**config.mk**
```make
export PLATFORM = sky130hd
export DESIGN_NAME = esou_top
export DESIGN_NICKNAME = d
export VERILOG_FILES = /design/src/rtl/esou_pkg.sv /design/src/rtl/esou_agg.sv /design/src/rtl/esou_window.sv /design/src/rtl/esou_route.sv /design/src/rtl/esou_top.sv
export SDC_FILE = /design/constraint.sdc
export NUM_CORES = 1
export LEC_CHECK = 0
export ABC_CLOCK_PERIOD_IN_PS = 4700
export BUFFER_PORTS_ARGS = -buffer_cell sky130_fd_sc_hd__clkbuf_2
export CAP_MARGIN = 20
export CORE_MARGIN = 5
export CORE_UTILIZATION = 30
export DETAILED_ROUTE_END_ITERATION = 10
export GPL_TIMING_DRIVEN = 0
export HOLD_SLACK_MARGIN = 0.15
export PLACE_DENSITY = 0.53
export SLEW_MARGIN = 20
export SYNTH_ARGS = -nofsm -noshare
export SYNTH_HDL_FRONTEND = slang
export SYNTH_SLANG_ARGS = --single-unit
```
**constraint.sdc**
```tcl
create_clock -name clk_i -period 4.7 [get_ports clk_i]
set_input_delay 0.705 -clock clk_i [delete_from_list [all_inputs] [get_ports clk_i]]
set_output_delay 0.705 -clock clk_i [all_outputs]
set_load 0.02 [all_outputs]
```
**src/rtl/esou_pkg.sv**
```systemverilog
package esou_pkg;
  parameter int ID_W  = 8;
  parameter int VAL_W = 32;
  parameter int TS_W  = 64;
  parameter int CNT_W = 32;

  typedef struct packed {
    logic [ID_W-1:0]  id;
    logic [VAL_W-1:0] val;
    logic [TS_W-1:0]  ts;
  } ev_t;

  typedef enum logic {
    SRC_A = 1'b0,
    SRC_B = 1'b1
  } mrg_src_e;
endpackage

```
**src/rtl/esou_agg.sv**
```systemverilog
// Aggregate register: accumulating (count/sum) or latest-value holding.
module esou_agg #(
  parameter bit ACCUM = 1'b1,
  parameter int W     = 32
) (
  input  logic         clk_i,
  input  logic         rst_ni,
  input  logic         hit_i,
  input  logic [W-1:0] val_i,
  input  logic [W-1:0] dflt_i,
  output logic [W-1:0] res_o
);
  logic [W-1:0] acc_q, acc_d;
  logic         seen_q;

  generate
    if (ACCUM) begin : g_accum
      assign acc_d = acc_q + val_i;
    end else begin : g_latest
      assign acc_d = val_i;
    end
  endgenerate

  always_ff @(posedge clk_i or negedge rst_ni) begin
    if (!rst_ni) begin
      acc_q  <= '0;
      seen_q <= 1'b0;
    end else if (hit_i) begin
      acc_q  <= acc_d;
      seen_q <= 1'b1;
    end
  end

  assign res_o = seen_q ? acc_q : dflt_i;


  agg_hold_chk: assert property (@(posedge clk_i) disable iff (!rst_ni)
    !hit_i |=> $stable(acc_q) && $stable(seen_q));


  agg_seen_chk: assert property (@(posedge clk_i) disable iff (!rst_ni)
    hit_i |=> seen_q);
endmodule

```
**src/rtl/esou_window.sv**
```systemverilog
// Past-time window driven by event timestamps.
module esou_window #(
  parameter int TS_W = 64
) (
  input  logic            clk_i,
  input  logic            rst_ni,
  input  logic            trig_hit_i,
  input  logic [TS_W-1:0] ev_ts_i,
  input  logic [TS_W-1:0] now_ts_i,
  input  logic [TS_W-1:0] win_len_i,
  output logic            win_o,
  output logic            ev_in_win_o
);
  logic [TS_W-1:0] trig_ts_q;
  logic            trig_seen_q;

  always_ff @(posedge clk_i or negedge rst_ni) begin
    if (!rst_ni) begin
      trig_ts_q   <= '0;
      trig_seen_q <= 1'b0;
    end else if (trig_hit_i) begin
      trig_ts_q   <= ev_ts_i;
      trig_seen_q <= 1'b1;
    end
  end

  // timestamps never run backwards once accepted, so differences do not wrap
  assign win_o       = trig_seen_q && ((now_ts_i - trig_ts_q) <= win_len_i);
  assign ev_in_win_o = trig_seen_q && ((ev_ts_i  - trig_ts_q) <= win_len_i);


  trig_open_chk: assert property (@(posedge clk_i) disable iff (!rst_ni)
    trig_hit_i |=> win_o);


  win_needs_trig_chk: assert property (@(posedge clk_i) disable iff (!rst_ni)
    win_o |-> trig_seen_q);
endmodule

```
**src/rtl/esou_route.sv**
```systemverilog
// Output event registers for the filter and merge streams.
module esou_route
  import esou_pkg::*;
(
  input  logic     clk_i,
  input  logic     rst_ni,
  input  logic     acc_i,
  input  ev_t      ev_i,
  input  logic     is_flt_i,
  input  logic     cond_i,
  input  logic     is_a_i,
  input  logic     is_b_i,
  output logic     flt_valid_o,
  output ev_t      flt_ev_o,
  output logic     mrg_valid_o,
  output ev_t      mrg_ev_o,
  output mrg_src_e mrg_src_o
);
  always_ff @(posedge clk_i or negedge rst_ni) begin
    if (!rst_ni) begin
      flt_valid_o <= 1'b0;
      mrg_valid_o <= 1'b0;
      flt_ev_o    <= '0;
      mrg_ev_o    <= '0;
      mrg_src_o   <= SRC_A;
    end else begin
      flt_valid_o <= acc_i && is_flt_i && cond_i;
      mrg_valid_o <= acc_i && (is_a_i || is_b_i);
      if (acc_i && is_flt_i) flt_ev_o <= ev_i;
      if (acc_i && (is_a_i || is_b_i)) begin
        mrg_ev_o  <= ev_i;
        mrg_src_o <= is_a_i ? SRC_A : SRC_B; // A has priority
      end
    end
  end


  mrg_src_chk: assert property (@(posedge clk_i) disable iff (!rst_ni)
    acc_i && is_a_i |=> mrg_valid_o && (mrg_src_o == SRC_A));


  flt_cause_chk: assert property (@(posedge clk_i) disable iff (!rst_ni)
    !(acc_i && is_flt_i) |=> !flt_valid_o);
endmodule

```
**src/rtl/esou_top.sv**
```systemverilog
module esou_top
  import esou_pkg::*;
#(
  parameter int ID_W_P  = ID_W,
  parameter int VAL_W_P = VAL_W,
  parameter int TS_W_P  = TS_W,
  parameter int CNT_W_P = CNT_W
) (
  input  logic               clk_i,
  input  logic               rst_ni,
  input  logic               ev_valid_i,
  input  logic [ID_W_P-1:0]  ev_id_i,
  input  logic [VAL_W_P-1:0] ev_val_i,
  input  logic [TS_W_P-1:0]  ev_ts_i,
  input  logic [ID_W_P-1:0]  cfg_cnt_id_i,
  input  logic [ID_W_P-1:0]  cfg_sum_id_i,
  input  logic [ID_W_P-1:0]  cfg_mrv_id_i,
  input  logic [VAL_W_P-1:0] cfg_mrv_dflt_i,
  input  logic [ID_W_P-1:0]  cfg_trig_id_i,
  input  logic [TS_W_P-1:0]  cfg_win_len_i,
  input  logic [ID_W_P-1:0]  cfg_flt_id_i,
  input  logic [CNT_W_P-1:0] cfg_cnt_lim_i,
  input  logic [ID_W_P-1:0]  cfg_mrg_a_id_i,
  input  logic [ID_W_P-1:0]  cfg_mrg_b_id_i,
  output logic [CNT_W_P-1:0] cnt_o,
  output logic [VAL_W_P-1:0] sum_o,
  output logic [VAL_W_P-1:0] mrv_o,
  output logic               win_o,
  output logic               flt_valid_o,
  output logic [VAL_W_P-1:0] flt_val_o,
  output logic [TS_W_P-1:0]  flt_ts_o,
  output logic               mrg_valid_o,
  output logic [VAL_W_P-1:0] mrg_val_o,
  output logic [TS_W_P-1:0]  mrg_ts_o,
  output logic               mrg_src_o
);
  localparam logic [CNT_W_P-1:0] CNT_ONE = CNT_W_P'(1);

  logic [TS_W_P-1:0] last_ts_q;
  logic              acc, ev_in_win, flt_cond;
  ev_t               ev, flt_ev, mrg_ev;
  mrg_src_e          src;

  // stale timestamps are rejected, equal ones accepted
  assign acc = ev_valid_i && (ev_ts_i >= last_ts_q);
  assign ev  = '{id: ev_id_i, val: ev_val_i, ts: ev_ts_i};

  always_ff @(posedge clk_i or negedge rst_ni) begin
    if (!rst_ni)  last_ts_q <= '0;
    else if (acc) last_ts_q <= ev_ts_i;
  end

  esou_agg #(.ACCUM(1'b1), .W(CNT_W_P)) u_cnt (
    .clk_i, .rst_ni,
    .hit_i (acc && (ev_id_i == cfg_cnt_id_i)),
    .val_i (CNT_ONE),
    .dflt_i('0),
    .res_o (cnt_o)
  );

  esou_agg #(.ACCUM(1'b1), .W(VAL_W_P)) u_sum (
    .clk_i, .rst_ni,
    .hit_i (acc && (ev_id_i == cfg_sum_id_i)),
    .val_i (ev_val_i),
    .dflt_i('0),
    .res_o (sum_o)
  );

  esou_agg #(.ACCUM(1'b0), .W(VAL_W_P)) u_mrv (
    .clk_i, .rst_ni,
    .hit_i (acc && (ev_id_i == cfg_mrv_id_i)),
    .val_i (ev_val_i),
    .dflt_i(cfg_mrv_dflt_i),
    .res_o (mrv_o)
  );

  esou_window #(.TS_W(TS_W_P)) u_win (
    .clk_i, .rst_ni,
    .trig_hit_i (acc && (ev_id_i == cfg_trig_id_i)),
    .ev_ts_i,
    .now_ts_i   (last_ts_q),
    .win_len_i  (cfg_win_len_i),
    .win_o,
    .ev_in_win_o(ev_in_win)
  );

  // condition sampled on pre-event state
  assign flt_cond = ev_in_win && (cnt_o < cfg_cnt_lim_i);

  esou_route u_route (
    .clk_i, .rst_ni,
    .acc_i      (acc),
    .ev_i       (ev),
    .is_flt_i   (ev_id_i == cfg_flt_id_i),
    .cond_i     (flt_cond),
    .is_a_i     (ev_id_i == cfg_mrg_a_id_i),
    .is_b_i     (ev_id_i == cfg_mrg_b_id_i),
    .flt_valid_o,
    .flt_ev_o   (flt_ev),
    .mrg_valid_o,
    .mrg_ev_o   (mrg_ev),
    .mrg_src_o  (src)
  );

  assign flt_val_o = flt_ev.val;
  assign flt_ts_o  = flt_ev.ts;
  assign mrg_val_o = mrg_ev.val;
  assign mrg_ts_o  = mrg_ev.ts;
  assign mrg_src_o = src;


  stale_drop_chk: assert property (@(posedge clk_i) disable iff (!rst_ni)
    ev_valid_i && (ev_ts_i < last_ts_q)
      |=> !flt_valid_o && !mrg_valid_o && $stable(cnt_o) && $stable(sum_o));


  ts_mono_chk: assert property (@(posedge clk_i) disable iff (!rst_ni)
    ##1 last_ts_q >= $past(last_ts_q));


  cnt_step_chk: assert property (@(posedge clk_i) disable iff (!rst_ni)
    acc && (ev_id_i == cfg_cnt_id_i) |=> cnt_o == $past(cnt_o) + CNT_ONE);


  mrg_lat_chk: assert property (@(posedge clk_i) disable iff (!rst_ni)
    mrg_valid_o |-> $past(ev_valid_i));
endmodule

```
# Yosys cells after proc, flatten, opt, wreduce, memory -nomap -nowiden
# Cells that the tools add are included.
# W data, S select, Z words.
[totals]
regBits = 423
input_bits = 291
out_inout_bits = 292
wordCells = 47
[classes]
n_addsub = 4
order_cmp = 4
n_eq_ne = 7
n_mux = 4
reduce_logical = 12
[ops]
columns = ["operator", "n"]
rows = [
  ["$le A64 B64 Y1", 2],
  ["$sub A64 B64 Y64", 2],
  ["$mux W32", 3],
  ["$ge A64 B64 Y1", 1],
  ["$eq A8 B8 Y1", 7],
  ["$add A32 B1 Y32 const B", 1],
  ["$add A32 B32 Y32", 1],
  ["$lt A32 B32 Y1", 1],
  ["$logic_and A1 B1 Y1", 11],
  ["$logic_or A1 B1 Y1", 1],
  ["$mux W1", 1],
]

# Depth between registers and ports, before layout
# Gate-level depths: netlist of run 1.
[depth]
ltp_word = 5
depth_mapped = 23
depth_no_buf = 22

# By module
# From an unflattened synthesis of run 1, not the netlist that was laid out.
[hier_totals]
cells_unflattened = 3611
hier_area_um2 = 35081.1
[by_module_without_submodules]
columns = ["module", "instances", "cells_each", "area_per_inst_um2", "seq_area_each_um2"]
rows = [
  ["esou_window", 1, 1801, 13125.1, 1626.6],
  ["esou_route", 1, 447, 8067.7, 5280.1],
  ["esou_top", 1, 558, 5416.4, 1601.5],
  ["esou_agg at u_sum", 1, 353, 3283.1, 825.8],
  ["esou_agg at u_cnt", 1, 346, 3275.6, 825.8],
  ["esou_agg at u_mrv", 1, 106, 1913.1, 825.8],
]

# Worst setup path before layout of run 1
# Ideal clock, no wire load.
[synth_timing]
path_kind = "flip-flop to output port"
from = "register last_ts_q[0]"
to = "output port win_o"
arrival_time_ns = 4.142
required_ns = 3.995
setup_slack_ns = -0.147
path_stages_with_launch = 24
n_path_buf = 1
path_cell_list = "dfrtp_1 -> inv_1 -> ha_1 -> fa_1 -> nand2b_1 -> a21oi_1 -> o21a_1 -> o2111a_1 -> o211ai_1 -> a31oi_1 -> a41o_1 -> clkbuf_1 -> a31oi_1 -> xnor2_1 -> ha_1 -> a21o_1 -> a21o_1 -> a21o_1 -> a21o_1 -> a21oi_1 -> nor2b_1 -> o21ai_0 -> o211ai_1 -> o21ai_0"
[synth_via]
elab_chain_len = 3
[synth_lines]
columns = ["element", "line_no", "text"]
rows = [
  ["start, declared", "esou_top.sv:39", "logic [TS_W_P-1:0] last_ts_q;"],
  ["start signal, assigned", "esou_top.sv:50", "else if (acc) last_ts_q <= ev_ts_i;"],
  ["$sub A64 B64 Y64", "esou_window.sv:28", "assign win_o = trig_seen_q && ((now_ts_i - trig_ts_q) <= win_len_i);"],
  ["$le A64 B64 Y1", "esou_window.sv:28", ""],
  ["$logic_and A1 B1 Y1", "esou_window.sv:28", ""],
  ["end, declared", "esou_top.sv:28", "output logic win_o,"],
]
# Every way passes these cells.

# Final worst setup path of run 1
[layout_timing]
from = "register u_win.trig_ts_q[1]"
to = "output port win_o"
[layout_via]
elab_chain_len = 3
[layout_lines]
columns = ["element", "line_no", "text"]
rows = [
  ["start, declared", "esou_window.sv:14", "logic [TS_W-1:0] trig_ts_q;"],
  ["start signal, assigned", "esou_window.sv:22", "trig_ts_q <= ev_ts_i;"],
  ["$sub A64 B64 Y64", "esou_window.sv:28", ""],
  ["$le A64 B64 Y1", "esou_window.sv:28", ""],
  ["$logic_and A1 B1 Y1", "esou_window.sv:28", ""],
]
# Every way passes these cells.

==> metrics.txt, run 1 <==
DRT iter0 DRCs 1376; post-DP HPWL 95.9 mm; hold-critical path endpoint u_route.flt_ev_o[89]$_DFFE_PN0P_; routed wire length per instance 21.5 um; clock sinks 423; Reg2Reg Launch Point u_win.trig_ts_q[34]$_DFFE_PN0P_; Yosys reg bits 423; Pwr per Cell Area 237 mW/mm2; combinational fraction of design power 0.134; mean post-synth cell area 9.45 um2; CTS H-tree lvls 2; Fin. Hold Viols 0; commonest non-fill, non-tap cell in the layout clkbuf_2; synthesized area 0.0319 mm2; CTS Buf Count 55; Longest Clk Path Bufs 3; fin crit share 1.30; buffers plus inverters on the worst setup path 2; CP Class reg -> out; yosys warns 0; CTS tree yes; leading cell types in the layout, fill and taps excluded 576 x clkbuf_2, 423 x dfrtp_1, 353 x ha_1; Slew Limit Fails 0; Max FO, Critical Path 5; DR DRC count 0; Post-DRT Antenna Nets 0; worst-skew pair later-pin latency 660 ps; Netlist cell types 81; CP max stage cell a41o_2; number of flops mapped to enable cells by yosys 0; prevailing post-synth register cell dfrtp_1; largest net degree at the start of global routing 87; register area 0.0106 mm2; placed cell area 0.0367 mm2; Placer Congestion 0.931; max_cap viols 0; fmax 163 MHz; clock power share 0.480; first-pass GRT wire length 175 mm; Pleak 20.1 nW; final worst slack -1430 ps; Worst-path clk slew 60 ps; Top delay family on crit path compound AO/OA/AOI/OAI gates; largest vdd supply drop 0.279 mV; Die Wd 336 um; Multi-input gate area 0.0205 mm2; post-place setup slack -1710 ps; CP Cell Sequence inv_1 -> ha_1 -> nor2b_1 -> o31a_1 -> o31ai_1 -> o211ai_1 -> a41o_2 -> a31o_2 -> a21boi_0 -> o31ai_1 -> xor2_1 -> ha_1 -> a21oi_1 -> o21ai_1 -> a21oi_2 -> o221ai_2 -> a21oi_2 -> o211ai_1 -> o21ai_2 -> clkbuf_8; RR Endpoint u_route.flt_valid_o$_DFF_PN0_; top cells by area, synth dfrtp_1 33%, ha_1 15%, mux2_2 11%; min cycle time layout 6130 ps; Die Y 336 um; clock root buffer master clkbuf_16; layout cells sized above 1 0.300; part of the power in registers 0.387; WP data required 3990 ps; port bufs 574; die footprint 0.113 mm2; vias in the first global route 28.4k; Placeable Area 0.105 mm2; Ports 583; drt via density 5.07; fin area 0.0397 mm2; Worst setup EP type primary output; fin cells 5463; Initial Utilization 0.302; final setup TNS -1520 ps; Area Overhead vs Synth 24.6%; Sw Pwr 2.60 mW; number of fill cells 10.9k; Slew Limit Headroom 0.178; status finished with violations; DRT Pass-1 Iters 5; Mapped Cells 3372; min-delay worst type in -> reg; post-synth top area share 0.332; area leader, netlist dfrtp_1; Fin Hold WS 342 ps; CP Launch Type flop; # setup viols final 2; Layout Nets 4699; grt ovf 0; RSZ-0062 raised after global routing true; initial antenna violation count 7; flop2flop setup slack -80 ps; via count 27.7k; switching part of the total 0.276; HP Start ev_val_i[25]; DP Cell Count 5343; Post-Route WL 117 mm; P_int 6.82 mW; ys async rst share 1.00; Worst-Margin Slew 1220 ps; Clock Skew 22.8 ps; worst reg2reg path depth 22; syn nets 4047; critical path's largest stage delay 440 ps; register area share after synthesis 0.332; Total GRT Usage 0.202; FP Rows 119; CP arrival 5430 ps; failing checks setup timing; WHS Path Cells 2
==> final cells by class <==
type / count / area share
Buffer: 105 / 0.0127
Clock buffer: 72 / 0.0390
Timing Repair Buffer: 614 / 0.0836
Clock inverter: 31 / 0.0101
Tap cell: 1391 / 0.0438
Inverter: 289 / 0.0273
Multi-Input combinational cell: 2536 / 0.517
Sequential cell: 423 / 0.267
Antenna cell: 2 / 0.000126
==> what timing repair did <==
item,4_1_cts,5_1_grt
pin swaps,34,46
setup endpoints to repair,352,82
buffers inserted,18,15
gates resized for setup,113,74
hold buffers,1,0
endpoints found under the hold margin,54,0
==> state kept, by name, summed over array words and instances (netlist names), 32 cells and up <==
signal	cells
u_sum.acc_q	32
u_cnt.acc_q	32
u_route.flt_ev_o	96
last_ts_q	64
u_mrv.acc_q	32
u_win.trig_ts_q	64
u_route.mrg_ev_o	96
==> through the flow <==
stage,utilization,power [mW]
final,0.377,9.42
after detailed placement,0.348,4.91
after CTS,0.373,9.56
after global routing,0.377,9.86
after global placement,0.346,4.89
after floorplan,-,4.36
==> logic make-up (layout without fill, tap and decap cells) <==
group / count (synthesis) / in the layout / synth area share
compound gates: 843 / 843 / 0.168
simple gates: 760 / 760 / 0.121
flops: 423 / 423 / 0.332
buf+inv: 413 / 1111 / 0.0512
fa+ha+maj: 384 / 384 / 0.151
mux: 326 / 326 / 0.115
xor+xnor: 223 / 223 / 0.0613
other cells: 0 / 2 / 0
==> synthesized netlist by cell type (all sizes together), types with 9 or more instances <==
master,n
buf,38
o21a,23
clkbuf,86
a211oi,18
o21ai,209
xnor2,115
or2,9
nand2b,23
nand3,43
a21boi,9
ha,381
nor2b,27
nor2,117
o211ai,18
nand2,236
a31oi,21
and3,31
nor4,37
a21oi,240
mux2,325
nand4,87
a21o,165
and4,9
o21bai,33
or3,9
o31ai,13
and2,75
xor2,108
inv,289
dfrtp,423
nor3,38
==> power groups by stage <==
stage / registers, mW / logic, mW / clock network, mW
floorplan: 3.71 / 0.647 / 0
global placement: 3.71 / 1.18 / 0
detailed placement: 3.71 / 1.20 / 0
CTS: 3.64 / 1.24 / 4.68
global route: 3.64 / 1.40 / 4.82
finish: 3.64 / 1.26 / 4.52
==> layer usage <==
| metal | routed length [um] | share of wire | GRT usage | vias to the layer above |
|---|---|---|---|---|
| li1 | - | - | - | 13400 |
| met1 | 50300 | 0.43 | 0.252 | 13400 |
| met2 | 57400 | 0.49 | 0.356 | 733 |
| met3 | 6320 | 0.054 | 0.0394 | 147 |
| met4 | 3210 | 0.027 | 0.0559 | 2 |
| met5 | 13 | 0.00011 | 0 | - |
==> how the worst max path moves through the flow <==
stage                                               start                               end  slack [ps]  cells past startpoint
final                      u_win.trig_ts_q[1]$_DFFE_PN0P_                             win_o       -1430                     20
after global routing      u_win.trig_ts_q[27]$_DFFE_PN0P_                             win_o       -1640                     23
after CTS                  u_win.trig_ts_q[0]$_DFFE_PN0P_                             win_o       -1590                     20
after detailed placement        last_ts_q[15]$_DFFE_PN0P_                             win_o       -1710                     20
after global placement                             rst_ni  u_route.mrg_ev_o[62]$_DFFE_PN0P_       -7580                      1
after floorplan                  last_ts_q[5]$_DFFE_PN0P_                             win_o          -3                     21
Note: power is estimated with default switching activity, not from simulation.
==> inputs of run 2 (changes only) <==
--- a/config.mk
+++ b/config.mk
@@ -6,9 +6,9 @@
 export NUM_CORES = 1
 export LEC_CHECK = 0
 export ABC_CLOCK_PERIOD_IN_PS = 4700
-export BUFFER_PORTS_ARGS = -buffer_cell sky130_fd_sc_hd__clkbuf_2
+export BUFFER_PORTS_ARGS = -buffer_cell sky130_fd_sc_hd__buf_2
 export CAP_MARGIN = 20
-export CORE_MARGIN = 5
+export CORE_MARGIN = 1.5
 export CORE_UTILIZATION = 30
 export DETAILED_ROUTE_END_ITERATION = 10
 export GPL_TIMING_DRIVEN = 0
==> metrics.txt, run 2 (synthesis results as in run 1) <==
final worst slack -1410 ps (was -1430 ps); Total GRT Usage 0.209 (was 0.202); critical path's most frequent cell o211ai_1; DR DRC count 0 (unchanged); Initial Utilization 0.303 (was 0.302); clock power share 0.466 (was 0.480); Post-DRT Antenna Nets 0 (unchanged); Fin. Hold Viols 0 (unchanged); fin crit share 1.30 (about the same); part of the power in registers 0.397 (was 0.387); Post-Route WL 116 mm (was 117 mm); DRT iter0 DRCs 1287 (was 1376); largest net degree at the start of global routing 86 (was 87); CP max stage cell a41o_2 (unchanged); max_cap viols 0 (unchanged); Longest Clk Path Bufs 3 (unchanged); Worst-path clk slew 70 ps (was 60 ps); CTS Buf Count 54 (was 55); Multi-input gate area 0.0205 mm2 (about the same); CTS tree yes (unchanged); post-DP HPWL 94.1 mm (was 95.9 mm); CP Class reg -> out (unchanged); RSZ-0062 raised after global routing true (unchanged); grt ovf 0 (unchanged); Slew Limit Fails 0 (unchanged); P_int 6.64 mW (was 6.82 mW); die footprint 0.108 mm2 (was 0.113 mm2); Worst-Margin Slew 1210 ps (was 1220 ps); initial antenna violation count 12 (was 7); combinational fraction of design power 0.137 (was 0.134); WP data required 3990 ps (about the same); Fin Hold WS 346 ps (was 342 ps); port bufs 574 (unchanged); leading cell types in the layout, fill and taps excluded 591 x buf_2, 423 x dfrtp_1, 351 x ha_1 (was 576 x clkbuf_2, 423 x dfrtp_1, 353 x ha_1); min-delay worst type in -> reg (unchanged); Top delay family on crit path compound AO/OA/AOI/OAI gates (unchanged); commonest non-fill, non-tap cell in the layout buf_2 (was clkbuf_2); post-place setup slack -1720 ps (was -1710 ps); Pleak 20.2 nW (was 20.1 nW); min cycle time layout 6110 ps (was 6130 ps); CTS H-tree lvls 2 (unchanged); layout cells sized above 1 0.297 (was 0.300); fmax 164 MHz (was 163 MHz); Die Wd 329 um (was 336 um); fin area 0.0396 mm2 (was 0.0397 mm2); Layout Nets 4698 (was 4699); number of fill cells 10.7k (was 10.9k); failing checks setup timing (unchanged); Final Power 9.18 mW (was 9.42 mW); CP arrival 5400 ps (was 5430 ps); buffers plus inverters on the worst setup path 3 (was 2); Die Y 329 um (was 336 um); clock sinks 423 (unchanged); CP Launch Type flop (unchanged); Slew Limit Headroom 0.184 (was 0.178); Clock Skew 30.4 ps (was 22.8 ps); drt via density 5.10 (was 5.07); Area Overhead vs Synth 24.1% (was 24.6%); worst-skew pair later-pin latency 660 ps (about the same); Pwr per Cell Area 232 mW/mm2 (was 237 mW/mm2); first-pass GRT wire length 172 mm (was 175 mm); Worst setup EP type primary output (unchanged); Ports 583 (unchanged); placed cell area 0.0367 mm2 (about the same); switching part of the total 0.277 (was 0.276); CP Cell Sequence inv_1 -> ha_1 -> nor2b_1 -> o31a_1 -> o31ai_1 -> o211ai_1 -> a41o_2 -> a22oi_2 -> buf_4 -> nor2b_4 -> o211ai_1 -> xor2_1 -> ha_1 -> nand3_1 -> nor2_1 -> nand2_1 -> o221ai_2 -> a21oi_1 -> o211ai_1 -> o21ai_2 -> buf_6 (was inv_1 -> ha_1 -> nor2b_1 -> o31a_1 -> o31ai_1 -> o211ai_1 -> a41o_2 -> a31o_2 -> a21boi_0 -> o31ai_1 -> xor2_1 -> ha_1 -> a21oi_1 -> o21ai_1 -> a21oi_2 -> o221ai_2 -> a21oi_2 -> o211ai_1 -> o21ai_2 -> clkbuf_8); critical path's largest stage delay 430 ps (was 440 ps); vias in the first global route 28.0k (was 28.4k); status finished with violations (unchanged); via count 27.8k (was 27.7k); DRT Pass-1 Iters 7 (was 5); largest vdd supply drop 0.251 mV (was 0.279 mV); FP Rows 119 (unchanged); # setup viols final 2 (unchanged); Placer Congestion 0.944 (was 0.931); routed wire length per instance 21.2 um (was 21.5 um); Sw Pwr 2.54 mW (was 2.60 mW); Largest regs u_route.flt_ev_o: 96 flops, u_route.mrg_ev_o: 96 flops (unchanged); register area 0.0106 mm2 (unchanged); Max FO, Critical Path 5 (unchanged); clock root buffer master clkbuf_16 (unchanged); Placeable Area 0.105 mm2 (about the same)
-- run 2: worst paths after layout --
path / slack, ps / end / cells past startpoint / from
max in group asynchronous: 2510 / u_route.flt_ev_o[71]$_DFFE_PN0P_ / 5 / rst_ni
worst max register to register: -100 / u_route.flt_valid_o$_DFF_PN0_ / 23 / u_win.trig_ts_q[34]$_DFFE_PN0P_
worst min-delay path: 350 / u_route.flt_ev_o[90]$_DFFE_PN0P_ / 2 / ev_val_i[26]
min in group asynchronous: 540 / u_route.mrg_ev_o[22]$_DFFE_PN0P_ / 2 / rst_ni
worst min register to register: 460 / u_sum.acc_q[31]$_DFFE_PN0P_ / 1 / u_sum.acc_q[31]$_DFFE_PN0P_
worst max-delay path: -1410 / win_o / 21 / u_win.trig_ts_q[1]$_DFFE_PN0P_
-- run 2: timing repair --
action                     CTS  global route
setup buffers               16            21
setup endpoints to repair  374           103
gates resized for setup    113            71
cloned                       0             0
hold endpoints to repair    39             0
hold buffers                 1             0
pin swaps                   36            54
-- run 2: area by class of cell --
type	count	area share
multi-input combinational	2536	0.518
sequential	423	0.268
timing repair buffer	617	0.0842
tap	1391	0.0440
clock buffer	78	0.0397
inverter	289	0.0274
buffer	102	0.0126
clock inverter	21	0.00617
antenna	5	0.000316
-- run 2: through the flow --
stage | cells | util | setup TNS [ps]
after floorplan | 3372 | - | -3.23
after global placement | 5337 | 0.347 | -3018590
after detailed placement | 5342 | 0.348 | -326970
after CTS | 5446 | 0.372 | -1780
after global routing | 5459 | 0.376 | -1790
final | 5462 | 0.376 | -1500
-- run 2: routing by layer --
| layer | part of all wire | track usage | up-vias |
|---|---|---|---|
| met5 | 0.00039 | 0 | - |
| met1 | 0.43 | 0.256 | 13500 |
| met2 | 0.49 | 0.370 | 756 |
| met3 | 0.051 | 0.0335 | 166 |
| li1 | - | - | 13400 |
| met4 | 0.033 | 0.0726 | 8 |
-- run 2: power groups by stage --
stage	logic, mW	registers (mW)	clock network, mW
5_1_grt	1.39	3.64	4.56
2_1_floorplan	0.647	3.71	0
3_3_place_gp	1.18	3.71	0
4_1_cts	1.24	3.64	4.43
3_5_place_dp	1.20	3.71	0
6_report	1.26	3.64	4.28
